<file path="src/rtl/paced_p1_detector.sv">
module paced_p1_detector #(
  parameter int PRE_TOGGLES = 16,
  parameter int RUN_MAX     = 3,
  parameter int WIN_MIN     = 4,
  parameter int WIN_W       = 4
) (
  input  logic clk,
  input  logic rst,
  input  logic strb,
  input  logic p1,
  input  logic err_clr,
  output logic data_vld,
  output logic locked,
  output logic proto_err
);
  localparam int TW = $clog2(PRE_TOGGLES + 1);
  localparam int RW = $clog2(RUN_MAX + 2);
  localparam logic [WIN_W-1:0] WMAX = '1;

  logic             strb_q, h1, h2, st, wchk, wtog, err, vld;
  logic [1:0]       hist;
  logic [TW-1:0]    tcnt;
  logic [RW-1:0]    run;
  logic [WIN_W-1:0] wlen;

  wire smp     = strb ^ strb_q;
  wire pred    = (h1 == h2) ? ~h1 : h1;
  wire tog     = (hist != 2'd0) && (p1 != h1);
  wire rev     = (hist == 2'd2) && (p1 != pred);
  wire lk      = (tcnt == TW'(PRE_TOGGLES));
  wire flip    = rev & lk;
  wire nst     = st ^ flip;
  wire run_err = (hist != 2'd0) && !tog && (run >= RW'(RUN_MAX));
  wire win_err = !st && flip && wchk &&
                 ((wlen < WIN_W'(WIN_MIN)) || wlen[0] || !wtog);
  wire err_n   = (smp && (run_err || win_err)) || (err && !err_clr);

  assign data_vld  = vld;
  assign proto_err = err;
  assign locked    = lk & ~err;

  always_ff @(posedge clk) begin
    if (rst) begin
      strb_q <= strb;
      hist   <= '0;
      h1     <= 1'b0;
      h2     <= 1'b0;
      tcnt   <= '0;
      run    <= '0;
      st     <= 1'b0;
      wchk   <= 1'b0;
      wtog   <= 1'b0;
      wlen   <= '0;
      err    <= 1'b0;
      vld    <= 1'b0;
    end else begin
      strb_q <= strb;
      err    <= err_n;
      vld    <= smp & nst & ~err_n;
      if (smp) begin
        h1 <= p1;
        h2 <= h1;
        if (hist != 2'd2) hist <= hist + 2'd1;
        if (tog || hist == 2'd0) run <= RW'(1);
        else if (run <= RW'(RUN_MAX)) run <= run + RW'(1);
        if (tog && !lk) tcnt <= tcnt + TW'(1);
        st <= nst;
        if (st && flip) begin
          wchk <= 1'b1;
          wlen <= WIN_W'(1);
          wtog <= 1'b0;
        end else if (!st && flip) begin
          wchk <= 1'b0;
        end else if (!st) begin
          wlen <= (wlen == WMAX) ? wlen - WIN_W'(1) : wlen + WIN_W'(1);
          wtog <= wtog | tog;
        end
      end
    end
  end

  AST_VLD_ONLY_AFTER_SAMPLE: assert property (@(posedge clk) disable iff (rst)
    data_vld |-> $past(strb) != $past(strb_q));

  AST_IDLE_HOLDS_STATE: assert property (@(posedge clk) disable iff (rst)
    !smp |=> $stable(st) && $stable(h1) && $stable(run));

  AST_NO_FLIP_BEFORE_LOCK: assert property (@(posedge clk) disable iff (rst)
    (smp && !lk) |=> $stable(st));

  AST_SHORT_WINDOW_FLAGGED: assert property (@(posedge clk) disable iff (rst)
    (smp && flip && !st && wchk && wlen < WIN_W'(WIN_MIN)) |=> proto_err);

  AST_LONG_RUN_FLAGGED: assert property (@(posedge clk) disable iff (rst)
    (smp && hist != 2'd0 && p1 == h1 && run >= RW'(RUN_MAX)) |=> proto_err);

  AST_ERR_STICKY: assert property (@(posedge clk) disable iff (rst)
    (proto_err && !err_clr) |=> proto_err);

  AST_ERR_MASKS_VALID: assert property (@(posedge clk) disable iff (rst)
    proto_err |-> !data_vld);

  AST_RESET_CLEARS: assert property (@(posedge clk)
    $past(rst) |-> !locked && !data_vld && !proto_err);
endmodule

</file>
<file path="config.mk">
export PLATFORM = sky130hd
export DESIGN_NAME = paced_p1_detector
export DESIGN_NICKNAME = d
export VERILOG_FILES = /design/src/rtl/paced_p1_detector.sv
export SDC_FILE = /design/constraint.sdc
export NUM_CORES = 1
export LEC_CHECK = 0
export BUFFER_PORTS_ARGS = -buffer_cell sky130_fd_sc_hd__buf_4
export CAP_MARGIN = 20
export CORE_MARGIN = 3
export CORE_UTILIZATION = 45
export CTS_BUF_LIST = sky130_fd_sc_hd__clkbuf_8 sky130_fd_sc_hd__clkbuf_16
export DETAILED_ROUTE_END_ITERATION = 16
export PLACE_DENSITY = 0.73
export SLEW_MARGIN = 0
export SYNTH_ARGS = -nofsm -noshare
export SYNTH_HDL_FRONTEND = slang
export SYNTH_SLANG_ARGS = --single-unit
</file>
<file path="constraint.sdc">
create_clock -name clk -period 2.4 [get_ports clk]
set_clock_uncertainty 0.05 [all_clocks]
set_input_delay 0.36 -clock clk [delete_from_list [all_inputs] [get_ports clk]]
set_output_delay 0.36 -clock clk [all_outputs]
set_load 0.005 [all_outputs]
</file>
[Yosys cells after proc, flatten, opt, wreduce, memory -nomap -nowiden]
Index checks and enable logic that the tools add are counted.
Cells by class
  bitwise logic cells: 10
  muxes and demuxes: 12
  add/subtract/negate cells: 5
  eq/ne operators: 9
  $lt $le $gt $ge: 3
  reductions and logical operators: 30
Operator list (count)
  4-bit two-way mux: 4
  1-bit logical AND: 11
  2-bit AND reduction: 4
  1-bit two-way mux: 6
  3-bit two-way mux: 2
  2-bit nonzero test: 3
  5-bit by 1-bit adder with 5-bit output (second input constant): 1
  5-bit equality test (second input constant): 1
  1-bit logical NOT: 5
  1-bit logical OR: 5
  4-bit by 1-bit adder with 4-bit output (second input constant): 1
  1-bit AND: 4
  4-bit equality test (second input constant): 1
  4-bit by 3-bit less-than comparator with 1-bit output (second input constant): 1
  2-bit by 1-bit inequality test with 1-bit output (second input constant): 2
  4-bit by 1-bit subtractor with 4-bit output (second input constant): 1
  3-bit by 1-bit adder with 3-bit output (second input constant): 1
  3-bit by 2-bit >= comparator with 1-bit output (second input constant): 1
  3-bit by 2-bit less-or-equal comparator with 1-bit output (second input constant): 1
  1-bit inverter: 3
  3-bit AND reduction: 1
  2-bit by 1-bit adder with 2-bit output (second input constant): 1
  2-bit equality test (second input constant): 1
  2-bit logical NOT: 1
  5 further kinds: 7
Word-level totals
  output and inout port bits: 3
  flip-flop bits (word level): 22
  input bits: 5
  logic and storage cells: 81

[Depth between registers and ports, before layout]
Gate-level depths: netlist of run 1.
  depth in word-level cells: 13
  gate-level depth with buffers: 8
  gate-level depth less buffers: 8

[Worst setup path after synthesis of run 1]
OpenSTA, ideal clock, no wires.
  path kind: register to register
  from: register tcnt[0]
  to: register wlen[3]
  library setup time: 101 ps
  arrival: 1870 ps
  setup slack: 379 ps
  data required time: 2249 ps
  stages on the path, launching flop included: 9
  clock period less this slack: 2021 ps
  path buffers: 0
  cell sequence: dfxtp_1 inv_1 ha_1 and4bb_1 and3_1 ha_1 or3_1 o31a_1 o41ai_1
Between the ends
  cells in the longest elaborated chain, start to end: 5
  elaborated cells between the ends (all ways): 8
  classes of those cells: eq/ne (3); mux (1); bitwise (1); reduce/logical (3)
Ends and longest elaborated chain
  start: declaration: line 22  | logic [TW-1:0] tcnt;
  start signal: assignment: line 66  | if (tog && !lk) tcnt <= tcnt + TW'(1);
  5-bit equality test *: line 30  | wire lk = (tcnt == TW'(PRE_TOGGLES));
  1-bit AND *: line 31  | wire flip = rev & lk;
  1-bit logical AND (on tied branches): line 72, 68
  2-bit by 1-bit inequality test with 1-bit output (no source line)
  3-bit AND reduction (no source line)
  end signal: assignment: line 75  | wlen <= (wlen == WMAX) ? wlen - WIN_W'(1) : wlen + WIN_W'(1);
  end: declaration: line 24  | logic [WIN_W-1:0] wlen;
Mark *: on every way between the ends. The rest lies on a longest branch, timed or not.
A chain may end at the register's enable or synchronous reset.

[Worst setup path in the final report of run 1]
Same ends and word-level chain as after synthesis.

==> flow_summary.html, run 1 <==
<table>
<tr><th>Metric</th><th>Value</th></tr>
<tr><th colspan="2">CTS</th></tr>
<tr><td>CTS tree</td><td>yes</td></tr>
<tr><td>Clk root buf</td><td>clkbuf_8</td></tr>
<tr><td>Clock buffer count from CTS</td><td>3</td></tr>
<tr><td>Number of instances resized during post-cts repair</td><td>0</td></tr>
<tr><td>Sink count of the clock tree</td><td>22</td></tr>
<tr><td>Clock transition at path regs</td><td>0.09 ns</td></tr>
<tr><td>Cts-stage hold buffer count</td><td>0</td></tr>
<tr><td>Clock insertion delay at the later pin of the skew report</td><td>0.26 ns</td></tr>
<tr><td>Number of H-tree levels</td><td>1</td></tr>
<tr><td>Largest buffer count on any clock path</td><td>2</td></tr>
<tr><td>Number of buffers inserted to repair setup after CTS</td><td>0</td></tr>
<tr><th colspan="2">STA</th></tr>
<tr><td>Peak clock frequency supported by timing</td><td>444 MHz</td></tr>
<tr><td>Period minus WS final</td><td>2.25 ns</td></tr>
<tr><td>Final setup viols</td><td>0</td></tr>
<tr><td>Count of final hold-check violations</td><td>0</td></tr>
<tr><td>RSZ-0062 raised after global routing</td><td>false</td></tr>
<tr><td>Fin. max-slew vios</td><td>0</td></tr>
<tr><td>Final setup TNS</td><td>0 ns</td></tr>
<tr><td>Ratio of final minimum period to clock period</td><td>93.9%</td></tr>
<tr><td>Post-layout worst setup margin</td><td>0.146 ns</td></tr>
<tr><td>Slew at the pin with the worst max-slew slack</td><td>0.605 ns</td></tr>
<tr><td>Slew Limit Headroom</td><td>59.2%</td></tr>
<tr><th colspan="2">Yosys</th></tr>
<tr><td>Proportion of register bits with asynchronous set or reset after synthesis</td><td>0%</td></tr>
<tr><td>Most used flip-flop cell after synthesis</td><td>dfxtp_1</td></tr>
<tr><td>Sequential area share after synthesis</td><td>37.3%</td></tr>
<tr><td>Count of yosys warnings during synthesis</td><td>0</td></tr>
<tr><td>Netlist area before placement</td><td>1180 um^2</td></tr>
<tr><td>Avg Synthesized Cell Area</td><td>9.01 um^2</td></tr>
<tr><td>Post-synthesis instance total</td><td>131</td></tr>
<tr><td>Count of flip-flops with a built-in enable after synthesis</td><td>0</td></tr>
<tr><td>Number of flip-flops and latches in the synthesized netlist</td><td>22</td></tr>
<tr><td>Nets in the synthesized netlist</td><td>146</td></tr>
<tr><td>Cell variety after synth</td><td>37</td></tr>
<tr><th colspan="2">Power</th></tr>
<tr><td>P per Cell Area</td><td>678 nW/um^2</td></tr>
<tr><td>Clock network power share</td><td>38.5%</td></tr>
<tr><td>Sequential share of power</td><td>45.4%</td></tr>
<tr><td>VDD IR-drop max</td><td>398 uV</td></tr>
<tr><td>Internal power</td><td>0.000672 W</td></tr>
<tr><td>Switching part of the total</td><td>25.3%</td></tr>
<tr><td>Leak</td><td>0.527 nW</td></tr>
<tr><td>Combinational fraction of design power</td><td>16.1%</td></tr>
<tr><td>Sw power</td><td>0.000228 W</td></tr>
<tr><th colspan="2">Setup path</th></tr>
<tr><td>Beginning of the worst register-to-register path</td><td>tcnt[0]</td></tr>
<tr><td>Register-to-register setup slack</td><td>0.15 ns</td></tr>
<tr><td>Crit. End Element</td><td>flop</td></tr>
<tr><td>Arrival time of the worst setup path</td><td>2.36 ns</td></tr>
<tr><td>Required time of the critical path</td><td>2.51 ns</td></tr>
<tr><td>CP max FO</td><td>7</td></tr>
<tr><td>Element type at the critical path start</td><td>flop</td></tr>
<tr><td>Reg-to-reg critical path endpoint</td><td>wlen[3]</td></tr>
<tr><td>Worst Reg-to-Reg Cells</td><td>8</td></tr>
<tr><td>Worst Path Class, Setup</td><td>flop to flop</td></tr>
<tr><th colspan="2">Route</th></tr>
<tr><td>DRT antenna net count</td><td>0</td></tr>
<tr><td>First-pass iteration count of the detailed router</td><td>4</td></tr>
<tr><td>Routed wirelength normalized by instance count</td><td>13.0 um</td></tr>
<tr><td>Drt drc</td><td>0</td></tr>
<tr><td>First-iteration detailed-routing DRC count</td><td>16</td></tr>
<tr><td>Average via count per standard cell</td><td>5.63</td></tr>
<tr><td>Via Count</td><td>940</td></tr>
<tr><td>Routed wire length</td><td>2170 um</td></tr>
<tr><th colspan="2">GRT</th></tr>
<tr><td>Met2 demand-to-capacity share in global routing</td><td>24.6%</td></tr>
<tr><td>GR peak layer</td><td>met2</td></tr>
<tr><td>Met3 demand-to-capacity share in global routing</td><td>2.94%</td></tr>
<tr><td>Wire length of the first global-routing pass</td><td>3840 um</td></tr>
<tr><td>Total Routing Usage GR</td><td>14.8%</td></tr>
<tr><td>Met1 usage</td><td>18.7%</td></tr>
<tr><td>Pin count of the biggest net entering global routing</td><td>25</td></tr>
<tr><td>Via count of the first global-routing pass</td><td>880</td></tr>
<tr><td>Initial antenna violation count</td><td>0</td></tr>
<tr><td>Global-route congestion overflow total</td><td>0</td></tr>
<tr><th colspan="2">Placed design</th></tr>
<tr><td>Routability-driven placement congestion ratio</td><td>0.796</td></tr>
<tr><td>Worst slack at placement</td><td>0.230 ns</td></tr>
<tr><td>Count of buffers inserted at the top-level ports</td><td>7</td></tr>
<tr><td>DP HPWL</td><td>1520 um</td></tr>
<tr><th colspan="2">Floorplanning</th></tr>
<tr><td>Overall die area</td><td>3270 um^2</td></tr>
<tr><td>Core area</td><td>2340 um^2</td></tr>
<tr><td>Die X</td><td>57.2 um</td></tr>
<tr><td>Count of standard-cell rows</td><td>17</td></tr>
<tr><td>Effective utilization at floorplan</td><td>50.4%</td></tr>
<tr><td>Number of top-level pins</td><td>8</td></tr>
<tr><td>Height of the chip</td><td>57.2 um</td></tr>
<tr><th colspan="2">Min path</th></tr>
<tr><td>Worst hold path depth</td><td>1</td></tr>
<tr><td>Capture endpoint of the worst hold path</td><td>strb_q</td></tr>
<tr><td>Worst min-delay path class</td><td>input port to flop</td></tr>
<tr><td>Hold wc startpoint</td><td>strb</td></tr>
<tr><th colspan="2">Finish</th></tr>
<tr><td>Share of final-layout standard cells stronger than drive strength 1</td><td>12.2%</td></tr>
<tr><td>Top library cells by usage in the layout, fill and taps aside</td><td>22 x dfxtp_1, 14 x nor2_1, 11 x inv_1</td></tr>
<tr><td>Area used by multi-input combinational logic</td><td>679 um^2</td></tr>
<tr><td>Count of antenna diodes in the layout</td><td>0</td></tr>
<tr><td>Area delta synth-&gt;final</td><td>12.5%</td></tr>
<tr><td>Core occupancy in the finished layout</td><td>56.7%</td></tr>
<tr><td>Storage cell area</td><td>440 um^2</td></tr>
<tr><td>Nets</td><td>155</td></tr>
<tr><td>Most common library cell in the layout ignoring fill and taps</td><td>dfxtp_1</td></tr>
<tr><td>Filler cell count in the final layout</td><td>216</td></tr>
<tr><th colspan="2">Run status</th></tr>
<tr><td>Result of the run</td><td>complete, no violations</td></tr>
<tr><th colspan="2">Flow run</th></tr>
<tr><td>Max cap viols</td><td>0</td></tr>
</table>
## cell families after synthesis
| logic type | synth area share, % |
|---|---|
| AOI/OAI and AO/OA | 16.3 |
| adders and majority gates | 10.6 |
| muxes | 0.848 |
| buffers and inverters | 5.09 |
| and+or+nand+nor | 20.3 |
| xor gates and xnor gates | 9.54 |
| DFF | 37.3 |
## worst max path at each step
| stage | from | end | slack (ns) | cells past startpoint |
|---|---|---|---|---|
| after floorplan | tcnt[0] | wlen[3] | 0.38 | 8 |
| after global placement | tcnt[0] | wlen[3] | 0.26 | 8 |
| after detailed placement | tcnt[0] | wlen[3] | 0.23 | 8 |
| after CTS | tcnt[0] | wlen[3] | 0.13 | 8 |
| after global routing | tcnt[0] | wlen[3] | 0.003 | 8 |
| final | tcnt[0] | wlen[3] | 0.15 | 8 |
## state kept, by name, summed over array words and instances, names as in the netlist
name / cells
run: 3
h2: 1
hist: 2
st: 1
wchk: 1
proto_err: 1
strb_q: 1
h1: 1
wtog: 1
wlen: 4
data_vld: 1
tcnt: 5
## power by group through the flow
stage	clock (W)	combinational (W)	sequential [W]
global route	0.000370	0.000165	0.000412
CTS	0.000354	0.000146	0.000408
floorplan	0	0.000117	0.000409
global placement	0	0.000139	0.000415
finish	0.000346	0.000145	0.000408
detailed placement	0	0.000144	0.000417
## per-stage QoR
stage          total power, W  instance area, um^2  hold WS, ns  std cells
2_1_floorplan        0.000527                 1180        0.338        131
3_3_place_gp         0.000555                 1260        0.405        163
3_5_place_dp         0.000561                 1260        0.407        163
4_1_cts              0.000908                 1330        0.176        167
5_1_grt              0.000946                 1330        0.172        167
6_report             0.000900                 1330        0.179        167
## critical path, cell delays in order (launching register included)
cell      delay [ns]
dfxtp_1         0.40
inv_1           0.06
ha_1            0.19
and4bb_1        0.24
and3_1          0.20
ha_1            0.27
or3_1           0.42
o31a_1          0.25
o41ai_1         0.06
## layer usage
layer,vias to the layer above,part of all wire [%]
li1,472,-
met1,449,48
met2,14,47
met3,5,3.2
met4,0,1.8
met5,-,0
## area by class of cell
cell class / instances / share of cell area, %
Multi-Input combinational cell: 94 / 51.2
Tap cell: 28 / 2.64
Timing Repair Buffer: 8 / 4.52
Clock inverter: 1 / 2.26
Inverter: 11 / 3.11
Sequential cell: 22 / 33.2
Clock buffer: 3 / 3.11
## cell usage after synthesis, drive strengths merged (2+ instances only)
library cell	count	area, um^2
dfxtp	22	440
nor2	14	52.6
inv	11	41.3
ha	10	125
nand2	10	37.5
a21oi	9	45.0
xnor2	8	77.6
nand3	5	25.0
xor2	4	35.0
a211oi	3	27.5
a22oi	3	22.5
buf	3	15.0
nor4	3	33.8
or3	3	18.8
nor2b	2	12.5
nor3	2	10.0
o21ai	2	10.0
o41ai	2	17.5
Note: power is estimated with default switching activity, not from simulation.
==> inputs of run 2 (changes only) <==
--- a/config.mk
+++ b/config.mk
@@ -8,10 +8,10 @@
 export BUFFER_PORTS_ARGS = -buffer_cell sky130_fd_sc_hd__buf_4
 export CAP_MARGIN = 20
 export CORE_MARGIN = 3
-export CORE_UTILIZATION = 45
+export CORE_UTILIZATION = 50
 export CTS_BUF_LIST = sky130_fd_sc_hd__clkbuf_8 sky130_fd_sc_hd__clkbuf_16
 export DETAILED_ROUTE_END_ITERATION = 16
-export PLACE_DENSITY = 0.73
+export PLACE_DENSITY = 0.79
 export SLEW_MARGIN = 0
 export SYNTH_ARGS = -nofsm -noshare
 export SYNTH_HDL_FRONTEND = slang
==> flow_summary.html, run 2 (same netlist as run 1, synthesis figures left out) <==
<table>
<tr><th>Metric</th><th>Value</th></tr>
<tr><th colspan="2">Setup path</th></tr>
<tr><td>Max stage delay on crit path</td><td>0.40 ns</td></tr>
<tr><td>Crit. End Element</td><td>flop</td></tr>
<tr><td>Worst Reg-to-Reg Cells</td><td>8</td></tr>
<tr><td>Register-to-register setup slack</td><td>0.22 ns</td></tr>
<tr><td>CP max FO</td><td>7</td></tr>
<tr><td>Beginning of the worst register-to-register path</td><td>tcnt[0]</td></tr>
<tr><td>Highest-delay cell along the critical path</td><td>or3_1</td></tr>
<tr><td>Required time of the critical path</td><td>2.51 ns</td></tr>
<tr><td>Worst Path Class, Setup</td><td>flop to flop</td></tr>
<tr><td>Arrival time of the worst setup path</td><td>2.30 ns</td></tr>
<tr><td>CP Buf/Inv Count</td><td>1</td></tr>
<tr><td>Dominant delay contributor by cell family on the critical path</td><td>simple AND/OR/NAND/NOR gates</td></tr>
<tr><td>Ordered list of cells on the worst path</td><td>inv_1, ha_1, and4bb_1, and3_1, ha_1, or3_1, o31a_1, o41ai_1</td></tr>
<tr><td>Reg-to-reg critical path endpoint</td><td>wlen[3]</td></tr>
<tr><td>Element type at the critical path start</td><td>flop</td></tr>
<tr><td>Worst path most repeated cell</td><td>ha_1</td></tr>
<tr><th colspan="2">GRT</th></tr>
<tr><td>Via count of the first global-routing pass</td><td>881</td></tr>
<tr><td>Global-route congestion overflow total</td><td>0</td></tr>
<tr><td>Initial antenna violation count</td><td>0</td></tr>
<tr><td>Wire length of the first global-routing pass</td><td>3610 um</td></tr>
<tr><td>Total Routing Usage GR</td><td>17.1%</td></tr>
<tr><td>Pin count of the biggest net entering global routing</td><td>25</td></tr>
<tr><th colspan="2">STA</th></tr>
<tr><td>Final setup TNS</td><td>0 ns</td></tr>
<tr><td>RSZ-0062 raised after global routing</td><td>false</td></tr>
<tr><td>Fin. max-slew vios</td><td>0</td></tr>
<tr><td>Ratio of final minimum period to clock period</td><td>91.0%</td></tr>
<tr><td>Slew Limit Headroom</td><td>65.9%</td></tr>
<tr><td>Peak clock frequency supported by timing</td><td>458 MHz</td></tr>
<tr><td>Slew at the pin with the worst max-slew slack</td><td>0.507 ns</td></tr>
<tr><td>Final setup viols</td><td>0</td></tr>
<tr><td>Period minus WS final</td><td>2.18 ns</td></tr>
<tr><td>Smallest hold slack</td><td>0.182 ns</td></tr>
<tr><td>Count of final hold-check violations</td><td>0</td></tr>
<tr><th colspan="2">Route</th></tr>
<tr><td>First-pass iteration count of the detailed router</td><td>4</td></tr>
<tr><td>Top layer reached by signal wires</td><td>met4</td></tr>
<tr><td>Average via count per standard cell</td><td>5.62</td></tr>
<tr><td>Drt drc</td><td>0</td></tr>
<tr><td>First-iteration detailed-routing DRC count</td><td>21</td></tr>
<tr><td>Routed wire length</td><td>2140 um</td></tr>
<tr><td>Met1 Wirelength</td><td>983 um</td></tr>
<tr><td>DRT antenna net count</td><td>0</td></tr>
<tr><td>Met3 WL</td><td>91 um</td></tr>
<tr><td>Routed wirelength normalized by instance count</td><td>13.0 um</td></tr>
<tr><td>Via Count</td><td>927</td></tr>
<tr><td>Total length of routed met2 wires</td><td>1040 um</td></tr>
<tr><th colspan="2">Power</th></tr>
<tr><td>Leak</td><td>0.513 nW</td></tr>
<tr><td>P per Cell Area</td><td>605 nW/um^2</td></tr>
<tr><td>Pwr Total</td><td>0.000784 W</td></tr>
<tr><td>VDD IR-drop max</td><td>382 uV</td></tr>
<tr><th colspan="2">Floorplanning</th></tr>
<tr><td>Height of the chip</td><td>54.6 um</td></tr>
<tr><td>Overall die area</td><td>2980 um^2</td></tr>
<tr><td>Number of top-level pins</td><td>8</td></tr>
<tr><td>Effective utilization at floorplan</td><td>56.1%</td></tr>
<tr><td>Count of standard-cell rows</td><td>16</td></tr>
<tr><td>Die X</td><td>54.6 um</td></tr>
<tr><td>Core area</td><td>2100 um^2</td></tr>
<tr><th colspan="2">Finish</th></tr>
<tr><td>Most common library cell in the layout ignoring fill and taps</td><td>dfxtp_1</td></tr>
<tr><td>Nets</td><td>155</td></tr>
<tr><td>Share of final-layout standard cells stronger than drive strength 1</td><td>11.6%</td></tr>
<tr><td>Register bank with the most flops</td><td>tcnt</td></tr>
<tr><td>Biggest regs</td><td>tcnt (5), wlen (4), run (3)</td></tr>
<tr><td>Count of antenna diodes in the layout</td><td>0</td></tr>
<tr><td>Area delta synth-&gt;final</td><td>9.86%</td></tr>
<tr><td>Top library cells by usage in the layout, fill and taps aside</td><td>22 x dfxtp_1, 14 x nor2_1, 11 x inv_1</td></tr>
<tr><td>Flip-flop count of the largest register after layout</td><td>5</td></tr>
<tr><th colspan="2">CTS</th></tr>
<tr><td>Sink count of the clock tree</td><td>22</td></tr>
<tr><td>Clock insertion delay at the later pin of the skew report</td><td>0.27 ns</td></tr>
<tr><td>Number of buffers inserted to repair setup after CTS</td><td>0</td></tr>
<tr><td>Number of H-tree levels</td><td>1</td></tr>
<tr><td>Largest buffer count on any clock path</td><td>2</td></tr>
<tr><td>Clock buffer count from CTS</td><td>3</td></tr>
<tr><td>Clock transition at path regs</td><td>0.08 ns</td></tr>
<tr><td>Clk root buf</td><td>clkbuf_8</td></tr>
<tr><td>Number of instances resized during post-cts repair</td><td>0</td></tr>
<tr><td>CTS tree</td><td>yes</td></tr>
<tr><td>Cts-stage hold buffer count</td><td>0</td></tr>
<tr><th colspan="2">Min path</th></tr>
<tr><td>Hold wc startpoint</td><td>strb</td></tr>
<tr><td>Capture endpoint of the worst hold path</td><td>strb_q</td></tr>
<tr><td>Worst hold path depth</td><td>1</td></tr>
<tr><td>Worst min-delay path class</td><td>input port to flop</td></tr>
<tr><th colspan="2">Flow run</th></tr>
<tr><td>Max cap viols</td><td>0</td></tr>
<tr><th colspan="2">Placed design</th></tr>
<tr><td>Count of buffers inserted at the top-level ports</td><td>7</td></tr>
<tr><td>DP HPWL</td><td>1590 um</td></tr>
<tr><td>Routability-driven placement congestion ratio</td><td>0.826</td></tr>
<tr><th colspan="2">Run status</th></tr>
<tr><td>Result of the run</td><td>complete, no violations</td></tr>
</table>
run 2: changes by cell type in the layout (fill, tap and decap cells not counted):
cell / before / now
bufinv_16: 1 / 0
run 2: per-stage QoR:
| step | utilization (%) | cell area (um^2) | worst slack [ns] | instances |
|---|---|---|---|---|
| floorplan | - | 1180 | 0.379 | 131 |
| global placement | 59.7 | 1250 | 0.262 | 162 |
| detailed placement | 59.7 | 1250 | 0.229 | 162 |
| CTS | 61.7 | 1300 | 0.208 | 165 |
| global route | 61.7 | 1300 | 0.0987 | 165 |
| finish | 61.7 | 1300 | 0.217 | 165 |
run 2: area by class of cell:
cell class	count	area (um^2)
Clock buffer	3	41.3
Fill cell	189	806
Inverter	11	41.3
Multi-Input combinational cell	94	679
Sequential cell	22	440
Tap cell	27	33.8
Timing Repair Buffer	8	60.1
run 2: worst max path at each step:
| stage | startpoint | to | slack [ns] | depth (start not counted) |
|---|---|---|---|---|
| 6_report | tcnt[0] | wlen[3] | 0.22 | 8 |
| 5_1_grt | tcnt[0] | wlen[2] | 0.1 | 8 |
| 4_1_cts | tcnt[0] | wlen[3] | 0.21 | 8 |
| 3_5_place_dp | tcnt[0] | wlen[3] | 0.23 | 8 |
| 3_3_place_gp | tcnt[0] | wlen[3] | 0.26 | 8 |
| 2_1_floorplan | tcnt[0] | wlen[3] | 0.38 | 8 |
run 2: where the power goes:
part | switching (W) | leakage [nW] | internal, W
Combinational | 0.0000838 | 0.312 | 0.0000614
Sequential | 0.0000206 | 0.179 | 0.000387
Clock | 0.000119 | 0.0216 | 0.000112
run 2: worst register-to-register path, delay by kind of cell, from the launching register on:
kind / cells / cell delay (ns)
adder cells (fa/ha/maj): 2 / 0.45
AND/OR/NAND/NOR: 3 / 0.83
flip-flops: 1 / 0.39
AO/OA/AOI/OAI: 2 / 0.30
buffers and inverters: 1 / 0.06
run 2: layer usage:
layer / up-vias / track usage, %
met4: 0 / 7.47
met2: 15 / 27.3
met1: 434 / 20.7
met5: - / 0
met3: 5 / 5.72
li1: 473 / -
